<file path="src/rtl/commit_pkg.sv">
package commit_pkg;
  typedef struct packed {
    logic clearTbl;
    logic acceptEnt;
    logic emitOne;
  } ctlStrobe_t;

  typedef enum logic [1:0] {
    ST_IDLE,
    ST_COLLECT,
    ST_WALK,
    ST_DONE
  } scanState_t;
endpackage

</file>
<file path="src/rtl/log_tagger.sv">
module log_tagger #(
  parameter int ID_W  = 8,
  parameter int CNT_W = 8
) (
  input  logic             clk,
  input  logic             rst_n,
  input  logic             wrStart,
  input  logic [ID_W-1:0]  wrTxId,
  input  logic [CNT_W-1:0] wrTotal,
  output logic             wrBusy,
  output logic             blkValid,
  input  logic             blkReady,
  output logic [ID_W-1:0]  blkTxId,
  output logic [CNT_W-1:0] blkCount
);
  logic             busy;
  logic [ID_W-1:0]  curId;
  logic [CNT_W-1:0] curTotal;
  logic [CNT_W-1:0] remaining;

  always_ff @(posedge clk) begin
    if (!rst_n) begin
      busy      <= 1'b0;
      curId     <= '0;
      curTotal  <= '0;
      remaining <= '0;
    end else if (!busy) begin
      if (wrStart && wrTotal != '0) begin
        busy      <= 1'b1;
        curId     <= wrTxId;
        curTotal  <= wrTotal;
        remaining <= wrTotal;
      end
    end else if (blkReady) begin
      remaining <= remaining - CNT_W'(1);
      if (remaining == CNT_W'(1)) busy <= 1'b0;
    end
  end

  assign wrBusy   = busy;
  assign blkValid = busy;
  assign blkTxId  = curId;
  assign blkCount = (remaining == CNT_W'(1)) ? curTotal : '0;
endmodule

</file>
<file path="src/rtl/scan_ctrl.sv">
module scan_ctrl
  import commit_pkg::*;
(
  input  logic       clk,
  input  logic       rst_n,
  input  logic       scanStart,
  input  logic       scanDone,
  input  logic       anyLeft,
  output ctlStrobe_t stb,
  output logic       scanFinished
);
  scanState_t state, nextState;

  always_comb begin
    stb           = '0;
    stb.clearTbl  = scanStart;
    stb.acceptEnt = (state == ST_COLLECT) && !scanStart;
    stb.emitOne   = (state == ST_WALK) && anyLeft && !scanStart;
    nextState     = state;
    if (scanStart) begin
      nextState = ST_COLLECT;
    end else begin
      case (state)
        ST_COLLECT: if (scanDone) nextState = ST_WALK;
        ST_WALK:    if (!anyLeft) nextState = ST_DONE;
        default:    nextState = state;
      endcase
    end
  end

  always_ff @(posedge clk) begin
    if (!rst_n) state <= ST_IDLE;
    else        state <= nextState;
  end

  assign scanFinished = (state == ST_DONE);
endmodule

</file>
<file path="src/rtl/commit_table.sv">
module commit_table
  import commit_pkg::*;
#(
  parameter int ID_W  = 8,
  parameter int CNT_W = 8,
  parameter int DEPTH = 16
) (
  input  logic             clk,
  input  logic             rst_n,
  input  ctlStrobe_t       stb,
  input  logic             entValid,
  input  logic [ID_W-1:0]  entTxId,
  input  logic [CNT_W-1:0] entCount,
  output logic             anyLeft,
  output logic             verdictValid,
  output logic [ID_W-1:0]  verdictTxId,
  output logic             verdictCommit,
  output logic             tableOverflow
);
  localparam int IDX_W = (DEPTH > 1) ? $clog2(DEPTH) : 1;

  logic             rowVld   [DEPTH];
  logic             rowShown [DEPTH];
  logic             rowErr   [DEPTH];
  logic [ID_W-1:0]  rowId    [DEPTH];
  logic [CNT_W-1:0] rowRec   [DEPTH];
  logic [CNT_W-1:0] rowTally [DEPTH];

  logic             hit, freeFound;
  logic [IDX_W-1:0] hitIdx, freeIdx, bestIdx;
  logic [ID_W-1:0]  bestId;

  always_comb begin
    hit = 1'b0; hitIdx = '0; freeFound = 1'b0; freeIdx = '0;
    anyLeft = 1'b0; bestIdx = '0; bestId = '0;
    for (int i = 0; i < DEPTH; i++) begin
      if (rowVld[i] && rowId[i] == entTxId && !hit) begin
        hit = 1'b1; hitIdx = IDX_W'(i);
      end
      if (!rowVld[i] && !freeFound) begin
        freeFound = 1'b1; freeIdx = IDX_W'(i);
      end
      if (rowVld[i] && !rowShown[i] && (!anyLeft || rowId[i] < bestId)) begin
        anyLeft = 1'b1; bestIdx = IDX_W'(i); bestId = rowId[i];
      end
    end
  end

  always_ff @(posedge clk) begin
    if (!rst_n || stb.clearTbl) begin
      for (int i = 0; i < DEPTH; i++) begin
        rowVld[i] <= 1'b0; rowShown[i] <= 1'b0; rowErr[i] <= 1'b0;
        rowId[i]  <= '0;   rowRec[i]   <= '0;   rowTally[i] <= '0;
      end
      tableOverflow <= 1'b0;
      verdictValid  <= 1'b0;
      verdictTxId   <= '0;
      verdictCommit <= 1'b0;
    end else begin
      verdictValid <= stb.emitOne;
      if (stb.emitOne) begin
        verdictTxId      <= bestId;
        verdictCommit    <= !rowErr[bestIdx] && rowRec[bestIdx] != '0 &&
                            rowRec[bestIdx] == rowTally[bestIdx];
        rowShown[bestIdx] <= 1'b1;
      end
      if (stb.acceptEnt && entValid) begin
        if (hit) begin
          if (!(&rowTally[hitIdx])) rowTally[hitIdx] <= rowTally[hitIdx] + CNT_W'(1);
          if (entCount != '0) begin
            if (rowRec[hitIdx] == '0)           rowRec[hitIdx] <= entCount;
            else if (rowRec[hitIdx] != entCount) rowErr[hitIdx] <= 1'b1;
          end
        end else if (freeFound) begin
          rowVld[freeIdx]   <= 1'b1;
          rowId[freeIdx]    <= entTxId;
          rowRec[freeIdx]   <= entCount;
          rowTally[freeIdx] <= CNT_W'(1);
          rowErr[freeIdx]   <= 1'b0;
          rowShown[freeIdx] <= 1'b0;
        end else begin
          tableOverflow <= 1'b1;
        end
      end
    end
  end
endmodule

</file>
<file path="src/rtl/txcount_commit.sv">
module txcount_commit
  import commit_pkg::*;
#(
  parameter int ID_W  = 8,
  parameter int CNT_W = 8,
  parameter int DEPTH = 16
) (
  input  logic             clk,
  input  logic             rst_n,
  input  logic             wrStart,
  input  logic [ID_W-1:0]  wrTxId,
  input  logic [CNT_W-1:0] wrTotal,
  output logic             wrBusy,
  output logic             blkValid,
  input  logic             blkReady,
  output logic [ID_W-1:0]  blkTxId,
  output logic [CNT_W-1:0] blkCount,
  input  logic             scanStart,
  input  logic             entValid,
  input  logic [ID_W-1:0]  entTxId,
  input  logic [CNT_W-1:0] entCount,
  input  logic             scanDone,
  output logic             verdictValid,
  output logic [ID_W-1:0]  verdictTxId,
  output logic             verdictCommit,
  output logic             scanFinished,
  output logic             tableOverflow
);
  ctlStrobe_t stb;
  logic       anyLeft;

  log_tagger #(.ID_W(ID_W), .CNT_W(CNT_W)) u_tagger (
    .clk(clk), .rst_n(rst_n), .wrStart(wrStart), .wrTxId(wrTxId),
    .wrTotal(wrTotal), .wrBusy(wrBusy), .blkValid(blkValid),
    .blkReady(blkReady), .blkTxId(blkTxId), .blkCount(blkCount)
  );

  scan_ctrl u_ctrl (
    .clk(clk), .rst_n(rst_n), .scanStart(scanStart), .scanDone(scanDone),
    .anyLeft(anyLeft), .stb(stb), .scanFinished(scanFinished)
  );

  commit_table #(.ID_W(ID_W), .CNT_W(CNT_W), .DEPTH(DEPTH)) u_table (
    .clk(clk), .rst_n(rst_n), .stb(stb), .entValid(entValid),
    .entTxId(entTxId), .entCount(entCount), .anyLeft(anyLeft),
    .verdictValid(verdictValid), .verdictTxId(verdictTxId),
    .verdictCommit(verdictCommit), .tableOverflow(tableOverflow)
  );
endmodule

</file>
<file path="config.mk">
export PLATFORM = sky130hd
export DESIGN_NAME = txcount_commit
export DESIGN_NICKNAME = d
export VERILOG_FILES = /design/src/rtl/commit_pkg.sv /design/src/rtl/log_tagger.sv /design/src/rtl/scan_ctrl.sv /design/src/rtl/commit_table.sv /design/src/rtl/txcount_commit.sv
export SDC_FILE = /design/constraint.sdc
export NUM_CORES = 1
export LEC_CHECK = 0
export BUFFER_PORTS_ARGS = -buffer_cell sky130_fd_sc_hd__buf_2
export CAP_MARGIN = 20
export CORE_MARGIN = 2
export CORE_UTILIZATION = 30
export DETAILED_ROUTE_END_ITERATION = 16
export PLACE_DENSITY = 0.43
export REMOVE_ABC_BUFFERS = 1
export SLEW_MARGIN = 5
export SYNTH_ARGS = -nofsm -noshare
export SYNTH_HDL_FRONTEND = slang
export SYNTH_SLANG_ARGS = --single-unit
export TNS_END_PERCENT = 50
</file>
<file path="constraint.sdc">
create_clock -name clk -period 35.2 [get_ports clk]
set_input_delay 8.8 -clock clk [delete_from_list [all_inputs] [get_ports clk]]
set_output_delay 8.8 -clock clk [all_outputs]
set_load 0.05 [all_outputs]
</file>
After elaboration in Yosys (flattened, before gate mapping)
Memories as Yosys holds them, arrays and structs flattened.
Cells that the tools add are included.
Operators by class
  add/sub/neg operators: 2
  magnitude comparators: 15
  eq/ne operators: 27
  mux-type cells: 179
  bitwise operators: 4
  reductions and logical operators: 202
Operators with widths (number)
  8-bit 2-to-1 mux: 25
  8-bit equality test: 17
  4-bit 2-to-1 mux: 34
  8-bit < comparator: 15
  1-bit 2-to-1 mux: 99
  1-bit logical AND: 84
  1-bit logical NOT: 78
  8-bit OR reduction: 5
  3-bit 2-to-1 mux: 12
  8-bit nonzero test: 3
  1-bit logical OR: 16
  2-bit 2-to-1 mux: 8
  3-bit AND reduction: 3
  8-bit by 1-bit adder with 8-bit output, second input constant: 1
  8-bit by 1-bit equality test with 1-bit output, second input constant: 1
  8-bit logical NOT: 1
  8-bit != test: 1
  8-bit AND reduction: 1
  8-bit by 1-bit subtractor with 8-bit output, second input constant: 1
  2-bit != test, second input constant: 3
  3-bit != test, second input constant: 2
  1-bit OR reduction: 5
  2-bit equality test, second input constant: 2
  1-bit NOT: 4
  6 further kinds: 8
Storage, ports and cells
  flip-flop bits (word level): 38
  memory bits (writable): 432
  bits of input ports: 39
  output and inout port bits: 30
  word-level logic and storage cells: 445
  memories: 6
Memories
  u_table.rowId: depth 16, bits a word 8, read ports 16, clocked after memory_dff 0, write ports 16, line commit_table.sv:25  | logic [ID_W-1:0] rowId [DEPTH];
  u_table.rowRec: depth 16, bits a word 8, read ports 2, clocked after memory_dff 0, write ports 16, line commit_table.sv:26  | logic [CNT_W-1:0] rowRec [DEPTH];
  u_table.rowTally: depth 16, bits a word 8, read ports 2, clocked after memory_dff 0, write ports 16, line commit_table.sv:27  | logic [CNT_W-1:0] rowTally [DEPTH];
  u_table.rowErr: depth 16, bits a word 1, read ports 1, clocked after memory_dff 0, write ports 16, line commit_table.sv:24  | logic rowErr [DEPTH];
  u_table.rowShown: depth 16, bits a word 1, read ports 16, clocked after memory_dff 0, write ports 16, line commit_table.sv:23  | logic rowShown [DEPTH];
  u_table.rowVld: depth 16, bits a word 1, read ports 16, clocked after memory_dff 0, write ports 16, line commit_table.sv:22  | logic rowVld [DEPTH];

Longest topological paths before layout
An unclocked memory read counts as a cell.
  depth in word-level cells: 72
  mapped depth: 177

Hierarchy
A second synthesis with hierarchy kept.
Unflattened totals
  cell total of the unflattened synthesis: 3299
  area, all modules: 31310.0 µm²
Modules (own cells, without submodules)
  commit_table: times used 1, cells an instance 3129, area an instance 29913.7 µm²
  log_tagger: times used 1, cells an instance 159, area an instance 1287.5 µm²
  scan_ctrl: times used 1, cells an instance 11, area an instance 108.9 µm²

Worst setup path before layout
No wires, ideal clock.
  path type: register to register
  start point: memory u_table.rowVld[0]
  end point: register u_table.verdictCommit
  arrival time: 29.152 ns
  required time: 35.072 ns
  setup slack: 5.919 ns
  cell stages (with the launch flop): 164
  path buffers: 13
  clock period less this slack: 29.281 ns
  cell sequence: dfxtp_1 and2b_1 clkbuf_1 nand2_1 ha_1 a211oi_1 nand2_1 o211ai_1 nand2_1 o21ai_0 inv_1 ha_1 nand4_1 a211oi_1 nor2b_1 and4b_1 or3b_1 buf_2 (+128 left out) nand2_1 o21ai_0 ha_1 a21o_1 a21oi_1 nand4_1 or2_2 o21a_1 nand2_4 buf_4 mux2_2 o211ai_1 o311a_1 nand4_1 nor4_2 nor2_1 o31ai_1 o22ai_1
RTL lines
  start: declaration: line commit_table.sv:22
  end signal: assignment: line commit_table.sv:63  | verdictCommit <= !rowErr[bestIdx] && rowRec[bestIdx] != '0 &&
  end: declaration: line commit_table.sv:17  | output logic verdictCommit,

==> reports/metrics.yaml <==
logic_synthesis:
  async_flop_share_pct: 0
  ys_seq_elements: 470
  syn_area_um2: 30600
  yosysTopAreaCellShare_pct: 40.8
  yosysUniqueCellTypes: 106
  avgSynthCellArea_um2: 8.91
  synthTopCellsByArea: "edfxtp_1 41%, nand2_1 7.4%, and2_1 5.6%, ha_1 3.8%, dfxtp_1 3.5%"
  synth_warnings: 0
  synth_top_area_cell: "edfxtp_1"
  synth_ff_type: "edfxtp_1"
  syn-instance-count: 3438
  ys_seq_area_share_pct: 44.3
  synth_edf_count: 416
timing:
  finalHoldViolCount: 0
  slew_headroom_pct: 22.9
  worst_pin_slew_ns: 1.15
  holdWs_ns: 0.460
  rsz0062_at_grt: "no"
  clock-skew-final_ns: 0.0529
  setup_tns_ns: 0
  fmax_mhz: 31.4
  setup_viol_count_final: 0
  drv_slew: 0
  finalCritPeriodShare_pct: 90.6
  fin_crit_ns: 31.88
critical_path:
  worst_setup_path_start_kind: "register"
  ff2ff_setup_slack_ns: 3.32
  cp_common_cell: "o21ai_0"
  r2r-start: "u_table.rowVld[0]"
  crit_slowest_cell: "a211o_2"
  crit_type: "register to register"
  rr_endpoint: "u_table.verdictCommit"
  cp.arrival_ns: 32.49
  critPathMaxFanout: 25
  cp-end-kind: "register"
  slowest_delay_ns: 0.46
  reg2regPathDepth: 160
  cp.required_ns: 35.81
min_path:
  worstHoldPathCells: 2
  min_to: "u_tagger.curTotal[3]"
  hp-start: "u_tagger.curTotal[3]"
  hp-class: "register to register"
route:
  drc: 0
  wl_per_cell_um: 23.2
  via_per_inst: 5.28
  drt-initial-drc-count: 2216
  vias: 25619
  ant_nets: 0
  firstDrtPassIters: 6
  drt_wl_total_um: 113000
grt:
  grt_pass1_vias: 25139
  grt_max_degree: 69
  grt_use_total_pct: 21.3
  grt_overflow_total: 0
  antenna_found_initial: 1
  grt_pass1_wl_um: 168000
final_layout:
  synthToLayoutAreaGrowth_pct: 12.0
  layout.nets: 3563
  drive_gt1_share_pct: 9.13
pwr:
  leakage_nw: 12.8
  peakVddDrop_uv: 37.8
  fin_total_pwr_mw: 1.37
  powerDensity_nw_per_um2: 39.8
placed_design:
  hpwl_um: 77500
  place_congestion: 0.838
  port_buffers: 68
die:
  fp.dieArea_um2: 105000
  core_um2: 102000
  die_height_um: 324
  row_count: 117
  pin_count: 69
  start_util_pct: 30.2
  fp.dieW_um: 324
clock_network:
  path_clk_slew_ns: 0.06
  cts_sinks: 470
  insertion_delay_ns: 0.69
  cts_max_path_buffers: 3
  hold_buffers: 0
  root_buffer: "clkbuf_16"
  cts_max_level: 2
  tritoncts: "done"
  cts_made_buffers: 59
run_status:
  outcome: "complete, no violations"
flow_run:
  maxCapViolCount: 0
## Yosys cell counts (80+ instances only)
| cell | n |
|---|---|
| inv_1 | 111 |
| and3_1 | 91 |
| clkbuf_1 | 150 |
| o21ai_0 | 186 |
| xor2_1 | 80 |
| nand2_1 | 604 |
| ha_1 | 93 |
| nor2_1 | 238 |
| nor3_1 | 133 |
| nand3_1 | 97 |
| edfxtp_1 | 416 |
| a21oi_1 | 157 |
| and2_1 | 274 |
## layout make-up
type	count	area, um2
Clock inverter	29	254
Antenna cell	1	2.50
Sequential cell	470	13600
Fill cell	10637	67300
Multi-Input combinational cell	2625	15800
Inverter	127	479
Clock buffer	83	1600
Timing Repair Buffer	148	918
Tap cell	1368	1710
## state kept, by name (all words and copies together), names as in the netlist, 16 cells and up
name / count
u_table.rowVld: 16
u_table.rowRec: 128
u_table.rowId: 128
u_table.rowErr: 16
u_table.rowShown: 16
u_table.rowTally: 128
## power by group
part           leakage, nW  total (mW)  internal [mW]  switching [mW]
combinational         6.80       0.116         0.0409          0.0750
clock                0.909       0.598          0.338           0.260
sequential            5.05       0.651          0.630          0.0217
## stage by stage
step	area, um2	worst slack (ns)	utilization [%]	std cells
after floorplan	29700	6.27	-	3220
after global placement	32300	1.65	31.8	4717
after detailed placement	32300	1.04	31.8	4722
after CTS	34200	0.927	33.6	4834
after global routing	34300	0.0771	33.8	4850
final	34300	3.32	33.8	4851
## logic make-up after synthesis
family          count (synthesis)  share of synthesized area (%)
simple gates                 1597                           25.2
compound gates                707                           15.1
flops                         470                           44.3
buf+inv                       345                           4.59
xor+xnor                      153                           4.40
fa+ha+maj                      97                           3.93
mux                            69                           2.51
## cells in the final DEF (no fill, tap or decap), types with 24 or more instances in the layout
cell and instances:
and2_1 273, nand3_1 97, a311oi_1 34, clkinv_1 24
dfxtp_1 54, o21ai_0 178, nand4_1 37, and3_1 91
mux2i_1 48, a211oi_1 41, inv_1 109, edfxtp_1 416
buf_4 66, nor4_1 26, nor3_1 130, clkbuf_16 60
buf_2 80, nor2_1 237, a21oi_1 154, nand2_1 604
a31oi_1 62, xnor2_1 72, ha_1 93, xor2_1 80
a21o_1 43
## critical path, delay by kind of cell (launching register included)
family                     cells  cell delay, ns
AOI/OAI and AO/OA             81           16.51
and+or+nand+nor               46            7.88
adders and majority gates     15            4.44
buffers and inverters         14            1.65
muxes                          3            0.70
DFF                            1            0.45
xor gates and xnor gates       1            0.10
## layer usage
metal  vias to the layer above  global-route usage (%)  wire [um]
met5                         -                       0          0
met4                         0                    4.74       1980
li1                      12302                       -          -
met1                     12540                    29.5      51500
met3                       131                    3.08       6170
met2                       646                    35.3      52900
## timing repair
action	CTS	global route
buffers inserted	0	5
setup endpoints to repair	0	41
gates resized for setup	0	21
## worst max-delay path by stage
| stage | depth (start not counted) | end | start | slack (ns) |
|---|---|---|---|---|
| 2_1_floorplan | 153 | u_table.verdictCommit | u_table.rowVld[0] | 6.27 |
| 3_3_place_gp | 156 | u_table.verdictCommit | u_table.rowVld[0] | 1.65 |
| 3_5_place_dp | 157 | u_table.verdictCommit | u_table.rowVld[0] | 1.04 |
| 4_1_cts | 157 | u_table.verdictCommit | u_table.rowVld[0] | 0.93 |
| 5_1_grt | 161 | u_table.verdictCommit | u_table.rowVld[0] | 0.08 |
| 6_report | 160 | u_table.verdictCommit | u_table.rowVld[0] | 3.32 |
(Power assumes the default switching activity.)
